`src/rtl/vrl_pkg.sv`:
```
package vrl_pkg;
  localparam int LANES  = 16;
  localparam int LANE_W = 8;
  localparam int VREG_W = LANES * LANE_W;
  localparam int ADDR_W = 12;
  localparam int OFS_W  = 7;
  localparam int RIDX_W = 5;
  localparam int IDX_W  = $clog2(LANES);
  localparam int LINE_W = ADDR_W - IDX_W;

  typedef logic [IDX_W-1:0]  rest_cnt_t;
  typedef logic [RIDX_W-1:0] reg_idx_t;

  // Scalar base plus sign-extended offset field.
  function automatic logic [31:0] eff_addr(input logic [31:0] base,
                                           input logic [OFS_W-1:0] ofs);
    return base + {{(32-OFS_W){ofs[OFS_W-1]}}, ofs};
  endfunction

  // Element e enabled when e >= LANES - n (none when n == 0).
  function automatic logic [LANES-1:0] lane_enable(input rest_cnt_t n);
    logic [LANES-1:0] en;
    en = '0;
    for (int i = 0; i < LANES; i++)
      en[i] = (n != '0) && (i >= LANES - int'(n));
    return en;
  endfunction

  // Move the low-addressed n bytes of the line to the top-numbered elements.
  function automatic logic [VREG_W-1:0] place_rest(input logic [VREG_W-1:0] line,
                                                   input rest_cnt_t n);
    if (n == '0) return '0;
    return line >> (LANE_W * (LANES - int'(n)));
  endfunction
endpackage

```
`src/rtl/vrl_decode.sv`:
```
module vrl_decode
  import vrl_pkg::*;
#(
  parameter logic [5:0] MAJOR_OP = 6'b110010,
  parameter logic [4:0] SUB_OP   = 5'b00101
) (
  input  logic              issue_valid,
  input  logic [31:0]       instr,
  input  logic [31:0]       base_val,
  output logic              is_rest,
  output reg_idx_t          src_a,
  output reg_idx_t          src_b,
  output logic [LINE_W-1:0] line_idx,
  output rest_cnt_t         rest_n
);
  logic [31:0] ea;
  logic        unused_bits;

  assign ea       = eff_addr(base_val, instr[OFS_W-1:0]);
  assign is_rest  = issue_valid && (instr[31:26] == MAJOR_OP) && (instr[15:11] == SUB_OP);
  assign src_a    = instr[20:16];
  assign src_b    = instr[15:11];
  assign line_idx = ea[ADDR_W-1:IDX_W];
  assign rest_n   = ea[IDX_W-1:0];
  assign unused_bits = ^{instr[25:21], instr[10:OFS_W], ea[31:ADDR_W]};
endmodule

```
`src/rtl/vrl_interlock.sv`:
```
module vrl_interlock
  import vrl_pkg::*;
#(
  parameter int SLOTS = 3
) (
  input  logic      clk,
  input  logic      rst_n,
  input  logic      issue_valid,
  input  logic      is_rest,
  input  reg_idx_t  src_a,
  input  reg_idx_t  src_b,
  input  rest_cnt_t rest_n,
  output logic      stall,
  output logic      start,
  output logic      write_now,
  output reg_idx_t  pend_vt,
  output rest_cnt_t pend_n
);
  localparam int CW = $clog2(SLOTS + 1);

  logic [CW-1:0] count;
  logic          busy;
  logic          accept;

  assign busy      = count != '0;
  assign stall     = issue_valid && busy &&
                     (is_rest || src_a == pend_vt || src_b == pend_vt);
  assign accept    = is_rest && !stall;
  assign start     = accept && (rest_n != '0);
  assign write_now = count == CW'(1);

  always_ff @(posedge clk) begin
    if (!rst_n) begin
      count   <= '0;
      pend_vt <= '0;
      pend_n  <= '0;
    end else if (start) begin
      count   <= CW'(SLOTS);
      pend_vt <= src_a;
      pend_n  <= rest_n;
    end else if (busy) begin
      count   <= count - CW'(1);
    end
  end

  assert_aligned_no_pending_R5: assert property (@(posedge clk) disable iff (!rst_n)
    (accept && rest_n == '0 && !busy) |=> !busy);
  assert_no_start_while_busy_R8: assert property (@(posedge clk) disable iff (!rst_n)
    busy |-> !start);
  assert_count_bound_R7: assert property (@(posedge clk) disable iff (!rst_n)
    count <= CW'(SLOTS));
  assert_start_loads_target_R6: assert property (@(posedge clk) disable iff (!rst_n)
    start |=> (pend_vt == $past(src_a)));
endmodule

```
`src/rtl/vrl_datapath.sv`:
```
module vrl_datapath
  import vrl_pkg::*;
#(
  parameter int SLOTS = 3
) (
  input  logic              clk,
  input  logic              rst_n,
  input  logic              start,
  input  logic              write_now,
  input  reg_idx_t          pend_vt,
  input  rest_cnt_t         pend_n,
  input  logic [VREG_W-1:0] mem_rdata,
  output logic              vrf_we,
  output reg_idx_t          vrf_addr,
  output logic [LANES-1:0]  vrf_be,
  output logic [VREG_W-1:0] vrf_wdata
);
  logic              cap_q;
  logic [VREG_W-1:0] data_q;

  always_ff @(posedge clk) begin
    if (!rst_n) begin
      cap_q  <= 1'b0;
      data_q <= '0;
    end else begin
      cap_q <= start;
      if (cap_q) data_q <= place_rest(mem_rdata, pend_n);
    end
  end

  assign vrf_we    = write_now;
  assign vrf_addr  = pend_vt;
  assign vrf_be    = write_now ? lane_enable(pend_n) : '0;
  assign vrf_wdata = data_q;

  // Checker counter: cycles since the last accepted load.
  logic [7:0] age;
  always_ff @(posedge clk) begin
    if (!rst_n)               age <= '0;
    else if (start)           age <= 8'd1;
    else if (age != '0 && age != 8'hFF) age <= age + 8'd1;
  end

  assert_write_after_slots_R6: assert property (@(posedge clk) disable iff (!rst_n)
    vrf_we |-> (age == 8'(SLOTS)));
  assert_top_lane_written_R4: assert property (@(posedge clk) disable iff (!rst_n)
    vrf_we |-> vrf_be[LANES-1]);
  assert_no_lanes_idle_R4: assert property (@(posedge clk) disable iff (!rst_n)
    !vrf_we |-> (vrf_be == '0));
endmodule

```
`src/rtl/vrest_load_unit.sv`:
```
module vrest_load_unit
  import vrl_pkg::*;
#(
  parameter int         SLOTS    = 3,
  parameter logic [5:0] MAJOR_OP = 6'b110010,
  parameter logic [4:0] SUB_OP   = 5'b00101
) (
  input  logic              clk,
  input  logic              rst_n,
  input  logic              issue_valid,
  input  logic [31:0]       instr,
  input  logic [31:0]       base_val,
  output logic              stall,
  output logic              mem_rd,
  output logic [LINE_W-1:0] mem_line,
  input  logic [VREG_W-1:0] mem_rdata,
  output logic              vrf_we,
  output logic [RIDX_W-1:0] vrf_addr,
  output logic [LANES-1:0]  vrf_be,
  output logic [VREG_W-1:0] vrf_wdata
);
  logic      is_rest, start, write_now;
  reg_idx_t  src_a, src_b, pend_vt;
  rest_cnt_t rest_n, pend_n;

  vrl_decode #(.MAJOR_OP(MAJOR_OP), .SUB_OP(SUB_OP)) u_dec (
    .issue_valid(issue_valid), .instr(instr), .base_val(base_val),
    .is_rest(is_rest), .src_a(src_a), .src_b(src_b),
    .line_idx(mem_line), .rest_n(rest_n));

  vrl_interlock #(.SLOTS(SLOTS)) u_ilk (
    .clk(clk), .rst_n(rst_n), .issue_valid(issue_valid), .is_rest(is_rest),
    .src_a(src_a), .src_b(src_b), .rest_n(rest_n), .stall(stall),
    .start(start), .write_now(write_now), .pend_vt(pend_vt), .pend_n(pend_n));

  vrl_datapath #(.SLOTS(SLOTS)) u_dp (
    .clk(clk), .rst_n(rst_n), .start(start), .write_now(write_now),
    .pend_vt(pend_vt), .pend_n(pend_n), .mem_rdata(mem_rdata),
    .vrf_we(vrf_we), .vrf_addr(vrf_addr), .vrf_be(vrf_be), .vrf_wdata(vrf_wdata));

  assign mem_rd = start;

  assert_stall_blocks_read_R10: assert property (@(posedge clk) disable iff (!rst_n)
    stall |-> !mem_rd);
  assert_read_only_when_decoded_R1: assert property (@(posedge clk) disable iff (!rst_n)
    mem_rd |-> (issue_valid && instr[31:26] == MAJOR_OP && instr[15:11] == SUB_OP));
endmodule

```
`config.mk`:
```
export PLATFORM = sky130hd
export DESIGN_NAME = vrest_load_unit
export DESIGN_NICKNAME = d
export VERILOG_FILES = /design/src/rtl/vrl_pkg.sv /design/src/rtl/vrl_decode.sv /design/src/rtl/vrl_interlock.sv /design/src/rtl/vrl_datapath.sv /design/src/rtl/vrest_load_unit.sv
export SDC_FILE = /design/constraint.sdc
export NUM_CORES = 1
export LEC_CHECK = 0
export BUFFER_PORTS_ARGS = -buffer_cell sky130_fd_sc_hd__buf_2
export CORE_ASPECT_RATIO = 1.5
export CORE_MARGIN = 2
export CORE_UTILIZATION = 30
export DETAILED_ROUTE_END_ITERATION = 10
export PLACE_DENSITY = 0.56
export SLEW_MARGIN = 10
export SYNTH_ARGS = -nofsm -noshare
export SYNTH_HDL_FRONTEND = slang
export SYNTH_SLANG_ARGS = --single-unit
```
`constraint.sdc`:
```
create_clock -name clk -period 5.7 [get_ports clk]
set_clock_uncertainty 0.2 [all_clocks]
set_input_delay 0.57 -clock clk [delete_from_list [all_inputs] [get_ports clk]]
set_output_delay 0.57 -clock clk [all_outputs]
set_load 0.005 [all_outputs]
```
# --- Word-level counts from Yosys, hierarchy flattened ---
# Index checks and enable logic that the tools add are counted.
# W data, S select, Z words.
word_totals:
  inputBits: 195
  word_cells: 68
  output_inout_bits: 160
  register_bits: 140
classes:
  n_eq_ne: 5
  muxes: 8
  reduce_logical: 30
  add_sub_neg: 3
  order_cmp: 16
  n_shift: 1
ops:
  columns: ["operator", "n"]
  rows:
  - ["$ge A5 B32 Y1 const A", 8]
  - ["$mux W128", 2]
  - ["$ge A4 B32 Y1 const A", 4]
  - ["$shr A128 B32 Y128", 1]
  - ["$ge A3 B32 Y1 const A", 2]
  - ["$ge A1 B32 Y1 const A", 1]
  - ["$ge A2 B32 Y1 const A", 1]
  - ["$logic_and A1 B1 Y1", 22]
  - ["$mux W16", 1]
  - ["$add A12 B12 Y12", 1]
  - ["$eq A5 B5 Y1", 2]
  - ["$reduce_bool A4 Y1", 2]
  - ["$eq A6 B6 Y1 const B", 1]
  - ["$sub A5 B4 Y6 const A", 1]
  - ["$eq A5 B3 Y1 const B", 1]
  - ["$logic_not A4 Y1", 1]
  - ["$mux W2", 2]
  - ["$reduce_bool A2 Y1", 2]
  - ["$mux W1", 3]
  - ["$eq A2 B1 Y1 const B", 1]
  - ["$logic_or A1 B1 Y1", 2]
  - ["$sub A2 B1 Y2 const B", 1]
  - ["$logic_not A1 Y1", 1]

# --- Logic depth before layout (Yosys ltp) ---
# Gate-level depths: netlist of run 1.
depth:
  ltp_word: 10
  ltp_mapped: 15
  ltp_nobuf: 7

# --- By module ---
# Synthesis of run 1 repeated with hierarchy kept, for this count alone.
unflattened:
  cells_unflattened: 1151
  area_unflattened_um2: 11305.8
modules_own_cells:
  columns: ["module", "seq_area_each_um2", "n_inst", "cells_each", "area_per_inst_um2"]
  rows:
  - ["vrl_datapath", 2582.5, 1, 1016, 10098.4]
  - ["vrl_decode", 0.0, 1, 73, 614.3]
  - ["vrl_interlock", 220.2, 1, 62, 593.1]

# --- Least setup slack after synthesis of run 1 ---
# Ideal clock, no wire load.
synth_timing:
  path_kind: "reg-to-output"
  startpoint: "register u_ilk.pend_n[0]"
  endpoint: "output vrf_be[4]"
  arrival_time_ps: 3050
  path_slack_ps: 1880
  required_ps: 4930
  stages_incl_launch_ff: 14
  path_buffers: 9
  cell_sequence: "dfxtp_1 > buf_6 > buf_2 > buf_4 > inv_2 > clkbuf_1 > ha_1 > buf_2 > xnor2_1 > buf_2 > clkbuf_1 > clkbuf_1 > buf_1 > a21oi_1"
synth_via:
  elab_chain_cells: 4
  word_cells_on_any_way: 5
  classes_between: "add/sub (1); order compare (1); mux (1); reduce/logical (2)"
synth_lines:
  columns: ["item", "line_no", "source"]
  rows:
  - ["from (decl)", "vrl_interlock.sv:17", "output rest_cnt_t pend_n"]
  - ["from (signal assigned)", "vrl_interlock.sv:40", "pend_n <= rest_n;"]
  - ["$sub A5 B4 Y6", "vrl_pkg.sv:25", "en[i] = (n != '0) && (i >= LANES - int'(n));"]
  - ["$ge A4 B32 Y1", "vrl_pkg.sv:25", null]
  - ["$logic_and A1 B1 Y1 *", "vrl_pkg.sv:25", null]
  - ["$mux W16 *", "vrl_datapath.sv:33", "assign vrf_be = write_now ? lane_enable(pend_n) : '0;"]
  - ["to (decl)", "vrest_load_unit.sv:19", "output logic [LANES-1:0] vrf_be,"]
# Mark *: on every way between the ends. The rest lies on a longest branch, timed or not.

# --- Final worst setup path of run 1 ---
layout_timing:
  startpoint: "register u_ilk.pend_n[0]"
  endpoint: "output vrf_be[14]"
layout_via:
  elab_chain_cells: 4
  word_cells_on_any_way: 5
  classes_between: "add/sub (1); order compare (1); mux (1); reduce/logical (2)"
layout_lines:
  columns: ["item", "line_no"]
  rows:
  - ["$sub A5 B4 Y6", "vrl_pkg.sv:25"]
  - ["$ge A5 B32 Y1", "vrl_pkg.sv:25"]
  - ["$logic_and A1 B1 Y1 *", "vrl_pkg.sv:25"]
  - ["$mux W16 *", "vrl_datapath.sv:33"]
# Marked as above.

==> results_dict.tcl, run 1 <==
set metrics [dict create \
    critPathArrivalTime_ps 3720 \
    reg2reg_depth 8 \
    fin_crit_sh_pct 78.8 \
    areaGrowthSynthToFinish_pct 24.6 \
    critPathSlowestCell "dfxtp_4" \
    drv_slew 0 \
    place_inst 1775 \
    drive_above_1_share_pct 36.8 \
    wire_per_inst_um 25.5 \
    gr-total-overflow 0 \
    whs_path_depth 3 \
    synthTopCellsByArea "dfxtp_1 (28%), mux4_2 (17%), nand2_1 (6.5%)" \
    worstMarginPinSlew_ps 1100 \
    fin_nets 1587 \
    startpoint_type "flop" \
    firstDrtPassIters 5 \
    vias 10600 \
    yosysTopAreaCell "dfxtp_1" \
    portBuffers 325 \
    timing.hold.ws_ps 190 \
    yosysWarnings 0 \
    finalHoldViolations 0 \
    antenna_found_initial 13 \
    fin_util_pct 37.7 \
    cts_tree "yes" \
    first_iter_violations 819 \
    fmax_mhz 223 \
    ys_seq_area_share_pct 27.9 \
    fin_tns_setup_ps 0 \
    syn_area_mm2 0.0101 \
    cts_setup_buffers 0 \
    fin_cells 1816 \
    ant_nets 0 \
    cts_root_buf "clkbuf_16" \
    cp_num_buf_inv 2 \
    powerDensity_mw_per_mm2 199 \
    initial_core_util_pct 30.3 \
    cts-resized-gates 0 \
    ir_worst_vdd_mv 0.162 \
    fp.coreArea_mm2 0.0332 \
    hp-start "instr[19]" \
    synthDominantCellAreaShare_pct 27.9 \
    grt_pass1_vias 10300 \
    place_congestion 0.906 \
    status "finished clean" \
    cp_slowest_stage_delay_ps 940 \
    end_kind "output port" \
    rr_startpoint "u_ilk.pend_n[0]" \
    via_per_inst 5.83 \
    synth_cell_types 59 \
    p_leak_nw 5.33 \
    cts_hold_repair.buffers 0 \
    critPathKind "flop to output port" \
    setup_violations 0 \
    async_flop_share_pct 0 \
    numCtsBuffers 17 \
    rows 82 \
    route.detailed.drc 0 \
    cts_sinks 140 \
    synthCells 1119 \
    reg2reg_slack_ps 1480 \
    wl_mm 46.3 \
    hold_path.class "input port to flop" \
    setup_ws_ps 1210 \
    synth_seq_cells 140 \
    cts_max_level 4 \
    grt_first_pass_wirelength_mm 67.1 \
    clk_pin_slew_ps 70 \
    critical_path.max_fanout 68 \
    maxCapViolCount 0 \
    rsz0062_at_grt "false" \
    synthFlopType "dfxtp_1" \
    final_common_cell "buf_2" \
    die_x_um 154 \
    clk_latency_ps 440 \
    cp.depth 8 \
    period_needed_ps 4490 \
    critical_path_required_ps 4930 \
    maxSlewHeadroom_pct 27.0 \
    dieArea_mm2 0.0351 \
    grt_max_degree 75 \
    crit_chain "buf_4 > ha_1 > nor2b_1 > a21oi_1 > nor2_1 > a21oi_1 > o211a_1 > buf_2" \
    layout.cells.most_common_list "buf_2 (325), nand2_1 (173), dfxtp_1 (138)" \
    ios 355 \
    synth_edf_count 0 \
    syn_avg_cell_area_um2 8.99 \
    die_h_um 228 \
    pre_cts_ws_ps 1470 \
    startpoint "u_ilk.pend_n[0]" \
    syn_nets 1332 \
    cts_buffer_depth 2 \
    dp_hpwl_mm 35.7 \
    path_delay_family "buffers and inverters" \
    cpMostUsedCell "a21oi_1" \
    grtUsageTotal_pct 25.6 \
]
==> routing by layer <==
| metal | routed length (µm) | global-route usage, % | vias to the layer above |
|---|---|---|---|
| li1 | - | - | 4729 |
| met1 | 16200 | 27.7 | 5260 |
| met2 | 24900 | 48.4 | 515 |
| met3 | 3700 | 5.76 | 76 |
| met4 | 1350 | 8.51 | 12 |
| met5 | 80 | 0 | - |
==> logic make-up after synthesis <==
kind of cell / after synthesis / share of synthesized area [%]
muxes: 152 / 25.2
adders and majority gates: 18 / 2.31
DFF: 140 / 27.9
buffers and inverters: 123 / 5.18
AOI/OAI and AO/OA: 330 / 22.3
xor gates and xnor gates: 23 / 2.00
and+or+nand+nor: 333 / 15.1
==> flip-flops by register name (all words and copies together) (netlist names) <==
| name | count |
|---|---|
| u_dp.cap_q | 1 |
| u_dp.vrf_wdata | 128 |
| u_ilk.count | 2 |
| u_ilk.pend_n | 4 |
| u_ilk.pend_vt | 5 |
==> cell usage after synthesis (3+ instances only) <==
cell type and count:
and3_1 7, o31a_1 14, nor4bb_1 3, xnor2_1 12
mux4_2 77, dfxtp_1 140, ha_1 17, a22oi_1 35
inv_1 16, nor2b_1 14, o22ai_1 15, nand2b_1 4
a2bb2oi_1 8, buf_2 27, a32oi_1 8, nor3_1 15
a221o_1 24, buf_6 3, a31oi_1 4, mux2i_1 35
clkbuf_1 58, xor2_1 11, a221oi_1 6, nand3_1 18
buf_1 17, nand2_1 173, o211ai_1 4, o21a_1 3
a211oi_1 6, nor2_1 51, mux2_2 40, and2_1 31
o31ai_1 7, o21ai_0 55, o2bb2ai_1 31, a21oi_1 98
nor3b_1 5
==> worst paths after layout <==
check | endpoint
worst max-delay path | vrf_be[14]
worst min-delay path | u_ilk.pend_vt[3]
worst max register to register | u_dp.vrf_wdata[33]
worst min register to register | u_dp.vrf_wdata[1]
==> metrics by stage <==
step	cell area, µm²	power, W
4_1_cts	12500	0.00250
2_1_floorplan	10100	0.00121
5_1_grt	12500	0.00257
3_5_place_dp	11900	0.00139
6_report	12500	0.00249
3_3_place_gp	11900	0.00138
==> area by class of cell <==
class | instances | area [µm²]
diodes | 9 | 22.5
clock buffers | 18 | 439
clock inverters | 14 | 136
fillers | 3451 | 20700
inverters | 17 | 63.8
multi-input cells | 856 | 6790
flip-flops and latches | 140 | 2810
well taps | 420 | 526
repair buffers | 342 | 1750
==> power by group <==
part	internal (W)	leakage [nW]	switching, W
Clock	0.000620	0.268	0.000498
Combinational	0.000170	3.93	0.000217
Sequential	0.000984	1.13	0.00000403
Total	0.00177	5.33	0.000720
==> worst register-to-register path: stages (launching register included) <==
cell and delay, ps:
dfxtp_4 940, inv_2 170, ha_4 660, buf_4 780
mux2_2 460, mux2i_1 280, o22ai_1 120, a221oi_1 400
nor2_1 90
Power figures use the tool's default switching activity.
==> run 2: changes to the inputs <==
Settings changed: PLACE_DENSITY 0.56 to 0.58.
Clock period 5.7 ns to 4.1 ns, I/O delays scaled along.
==> run 2 against run 1 <==
Via count decreased by 0.56%. Wire length decreased by 0.85%. Hold slack got worse by 160 ps. Global-route usage decreased by 0.43 points. Largest cell class unchanged.
==> results_dict.tcl, run 2 (synthesized netlist as in run 1, its figures left out) <==
set metrics [dict create \
    status "finished clean" \
    die_h_um 228 \
    vias 10500 \
    rr_startpoint "u_ilk.pend_n[0]" \
    critPathKind "flop to output port" \
    multi_input_area_mm2 0.00679 \
    clk_pin_slew_ps 70 \
    period_needed_ps 3600 \
    cp_slowest_stage_delay_ps 570 \
    grt_max_degree 119 \
    critical_path.max_fanout 15 \
    cts_max_level 4 \
    reg2reg_to "u_dp.vrf_wdata[59]" \
    firstDrtPassIters 7 \
    cts_sinks 140 \
    hp-start "instr[20]" \
    largest_register_ffs 128 \
    ir_worst_vdd_mv 0.283 \
    cts_hold_repair.buffers 0 \
    fin_util_pct 38.1 \
    grt_pass1_vias 9930 \
    cts_buffer_depth 2 \
    grt.met3_usage_pct 6.39 \
    ant_nets 0 \
    portBuffers 325 \
    grt.busiest_layer "met2" \
    ios 355 \
    place_congestion 0.904 \
    grt_first_pass_wirelength_mm 66.0 \
    numCtsBuffers 17 \
    cts_root_buf "clkbuf_16" \
    regArea_mm2 0.00281 \
    place_area_mm2 0.0121 \
    critPathSlowestCell "ha_1" \
    reg2reg_depth 7 \
    rows 82 \
    critical_path_required_ps 3490 \
    fin_tns_setup_ps 0 \
    grtUsageMet1_pct 27.7 \
    cp_num_buf_inv 3 \
    wl_mm 45.9 \
    drive_above_1_share_pct 37.3 \
    end_kind "output port" \
    fin_nets 1598 \
    route.detailed.drc 0 \
    grtUsageTotal_pct 25.1 \
    crit_chain "inv_2 > ha_1 > nand2b_1 > o21ai_0 > inv_1 > nand2_1 > o31ai_1 > buf_2" \
    fin_crit_sh_pct 87.9 \
    finalHoldViolations 0 \
    first_iter_violations 1027 \
    p_total_w 0.00353 \
    fin_cells 1822 \
    p_leak_nw 5.41 \
    cts_tree "yes" \
    areaGrowthSynthToFinish_pct 26.0 \
    fillers 3488 \
    fp.coreArea_mm2 0.0332 \
    maxCapViolCount 0 \
    dp_hpwl_mm 35.5 \
    maxSlewHeadroom_pct 24.0 \
    drv_slew 0 \
    place_inst 1786 \
    gr-total-overflow 0 \
    dieArea_mm2 0.0351 \
    use_met2_pct 45.8 \
    final_common_cell "buf_2" \
    reg2reg_slack_ps 610 \
    worstMarginPinSlew_ps 1140 \
    initial_core_util_pct 30.3 \
    startpoint_type "flop" \
    path_delay_family "compound AO/OA/AOI/OAI gates" \
    cts_setup_buffers 0 \
    cts-resized-gates 0 \
    die_x_um 154 \
    setup_violations 0 \
    stdcell_area_mm2 0.0127 \
    rsz0062_at_grt "false" \
    via_per_inst 5.78 \
    layout.cells.most_common_list "buf_2 (325), nand2_1 (173), dfxtp_1 (138)" \
    powerDensity_mw_per_mm2 279 \
    clk_latency_ps 450 \
    critPathArrivalTime_ps 2990 \
    wire_per_inst_um 25.2 \
    fmax_mhz 277 \
    whs_endpoint "u_ilk.pend_vt[4]" \
    whs_path_depth 3 \
    hold_path.class "input port to flop" \
    antenna_found_initial 16 \
]
==> run 2: cell type report <==
| cell class | count | area share, % |
|---|---|---|
| Antenna cell | 4 | 0.0790 |
| Clock buffer | 20 | 3.68 |
| Sequential cell | 140 | 22.1 |
| Clock inverter | 12 | 1.06 |
| Tap cell | 420 | 4.15 |
| Inverter | 17 | 0.503 |
| Timing Repair Buffer | 353 | 14.8 |
| Multi-Input combinational cell | 856 | 53.6 |
==> run 2: stage by stage <==
step                      setup WS, ps  hold slack, ps
after floorplan                    440             235
after CTS                          571            16.3
after detailed placement           657             227
after global routing               299            31.1
final                              495            24.9
after global placement             714             223
==> run 2: power by group <==
group	switching [W]	total (W)	internal [W]	leakage, nW
clock network	0.000666	0.00161	0.000948	0.290
logic	0.000307	0.000544	0.000236	3.99
registers	0.00000602	0.00137	0.00137	1.13
==> run 2: worst min-delay path, stage by stage <==
cell	delay, ps
buf_2	110
nand2_1	50
mux2i_1	60
==> run 2: worst max path at each step <==
stage	cells after the start	from	slack (ps)	endpoint
2_1_floorplan	13	u_ilk.pend_n[0]	440	vrf_be[4]
3_3_place_gp	7	u_ilk.pend_n[0]	710	u_dp.vrf_wdata[59]
3_5_place_dp	7	u_ilk.pend_n[0]	660	u_dp.vrf_wdata[59]
4_1_cts	8	u_ilk.pend_n[0]	570	vrf_be[10]
5_1_grt	8	u_ilk.pend_n[0]	300	vrf_be[10]
6_report	8	u_ilk.pend_n[0]	500	vrf_be[10]
==> run 2: metal layers <==
layer | up-vias | share of wire [%]
met1 | 5117 | 36
met4 | 20 | 3.7
li1 | 4747 | -
met5 | - | 0.29
met2 | 550 | 52
met3 | 99 | 8.3
==> run 3: changes to the inputs <==
Settings changed: CORE_ASPECT_RATIO 1.5 to not set.
==> run 3 against run 2 <==
Sequential power about the same. Clock power down 4%. Count of clock-buffer cells in the layout down 1. Critical path type unchanged. Hold slack better by 5.3 ps. Critical endpoint unchanged. Largest power group unchanged.
==> results_dict.tcl, run 3 (synthesized netlist as in run 1, its figures left out) <==
set metrics [dict create \
    gr-total-overflow 0 \
    clk_pin_slew_ps 70 \
    dieArea_mm2 0.0350 \
    ir_worst_vdd_mv 0.285 \
    setup_violations 0 \
    antenna_found_initial 12 \
    final_common_cell "buf_2" \
    critical_path.max_fanout 12 \
    dr.max_layer_used "met5" \
    worstMarginPinSlew_ps 1170 \
    cts_max_level 4 \
    clk_latency_ps 440 \
    fin_tns_setup_ps 0 \
    fmax_mhz 279 \
    setup_ws_ps 520 \
    cts_sinks 140 \
    whs_path_depth 3 \
    wl_mm 45.5 \
    pre_cts_ws_ps 686 \
    m1WireLength_mm 17.4 \
    cts_tree "yes" \
    grt_max_degree 110 \
    timing.hold.ws_ps 30.2 \
    fin_crit_sh_pct 87.3 \
    dp_hpwl_mm 34.8 \
    cts_buffer_depth 2 \
    ant_nets 0 \
    period_needed_ps 3580 \
    hold_path.class "input port to flop" \
    initial_core_util_pct 30.2 \
    firstDrtPassIters 5 \
    grt_first_pass_wirelength_mm 65.4 \
    wl_met3_mm 5.12 \
    drive_above_1_share_pct 37.1 \
    portBuffers 325 \
    areaGrowthSynthToFinish_pct 26.0 \
    die_h_um 187 \
    route.detailed.drc 0 \
    cts_setup_buffers 0 \
    critPathKind "flop to output port" \
    cts_root_buf "clkbuf_16" \
    place_congestion 0.913 \
    powerDensity_mw_per_mm2 273 \
    fillers 3486 \
    route.met2.wl_mm 21.8 \
    vias 10600 \
    maxCapViolCount 0 \
    stdcell_area_mm2 0.0127 \
    layout.cells.most_common_list "buf_2 (325), nand2_1 (173), dfxtp_1 (138)" \
    largest_register_ffs 128 \
    finalHoldViolations 0 \
    wire_per_inst_um 24.6 \
    rows 67 \
    grtUsageTotal_pct 25.1 \
    maxSlewHeadroom_pct 22.2 \
    grt_pass1_vias 10100 \
    status "finished clean" \
    reg2reg_depth 8 \
    end_kind "output port" \
    critPathArrivalTime_ps 2970 \
    startpoint_type "flop" \
    drv_slew 0 \
    first_iter_violations 820 \
    fp.coreArea_mm2 0.0333 \
    via_per_inst 5.70 \
    die_x_um 187 \
    p_leak_nw 5.37 \
    place_area_mm2 0.0121 \
    rsz0062_at_grt "false" \
    numCtsBuffers 17 \
    critical_path_required_ps 3490 \
    ios 355 \
    fin_nets 1595 \
]
[run 3: area by class of cell]
type                       instances  area [µm²]  area share [%]
multi-input combinational        856        6810            53.7
sequential                       140        2810            22.1
timing repair buffer             350        1850            14.6
tap                              448         561            4.42
clock buffer                      19         443            3.49
clock inverter                    13         129            1.02
inverter                          17        63.8           0.503
antenna                            9        22.5           0.178
[run 3: through the flow]
stage | instances | power, W | utilization, %
4_1_cts | 1843 | 0.00348 | 38.0
2_1_floorplan | 1119 | 0.00169 | -
3_3_place_gp | 1811 | 0.00193 | 36.3
6_report | 1852 | 0.00346 | 38.1
3_5_place_dp | 1811 | 0.00193 | 36.3
5_1_grt | 1846 | 0.00359 | 38.1
[run 3: power breakdown]
part           leakage [nW]  internal (W)  switching [W]
clock network         0.264      0.000863       0.000687
registers              1.13       0.00137     0.00000512
logic                  3.98      0.000237       0.000304
[run 3: worst paths after layout]
kind                                         from                  to  slack (ps)
worst min register to register  u_dp.vrf_wdata[6]   u_dp.vrf_wdata[6]         240
worst max register to register    u_ilk.pend_n[1]  u_dp.vrf_wdata[40]         620
worst max-delay path              u_ilk.pend_n[1]          vrf_be[10]         520
worst min-delay path                    instr[16]    u_ilk.pend_vt[0]          30
[run 3: timing repair]
item,4_1_cts,5_1_grt
resized for setup,0,1
endpoints found under the setup margin,0,1
hold buffers,0,0
[run 3: layer usage]
layer	global-route usage, %	up-vias
met4	7.51	10
met5	0	-
li1	-	4741
met2	42.1	537
met1	29.8	5182
met3	9.72	81
[run 3: critical path, stage by stage, from the launching register on]
cell and delay, ps:
dfxtp_1 370, inv_1 170, ha_1 580, nand2b_1 180, o21ai_0 520, inv_1 120, nand2_1 310, o31ai_1 130
buf_2 150
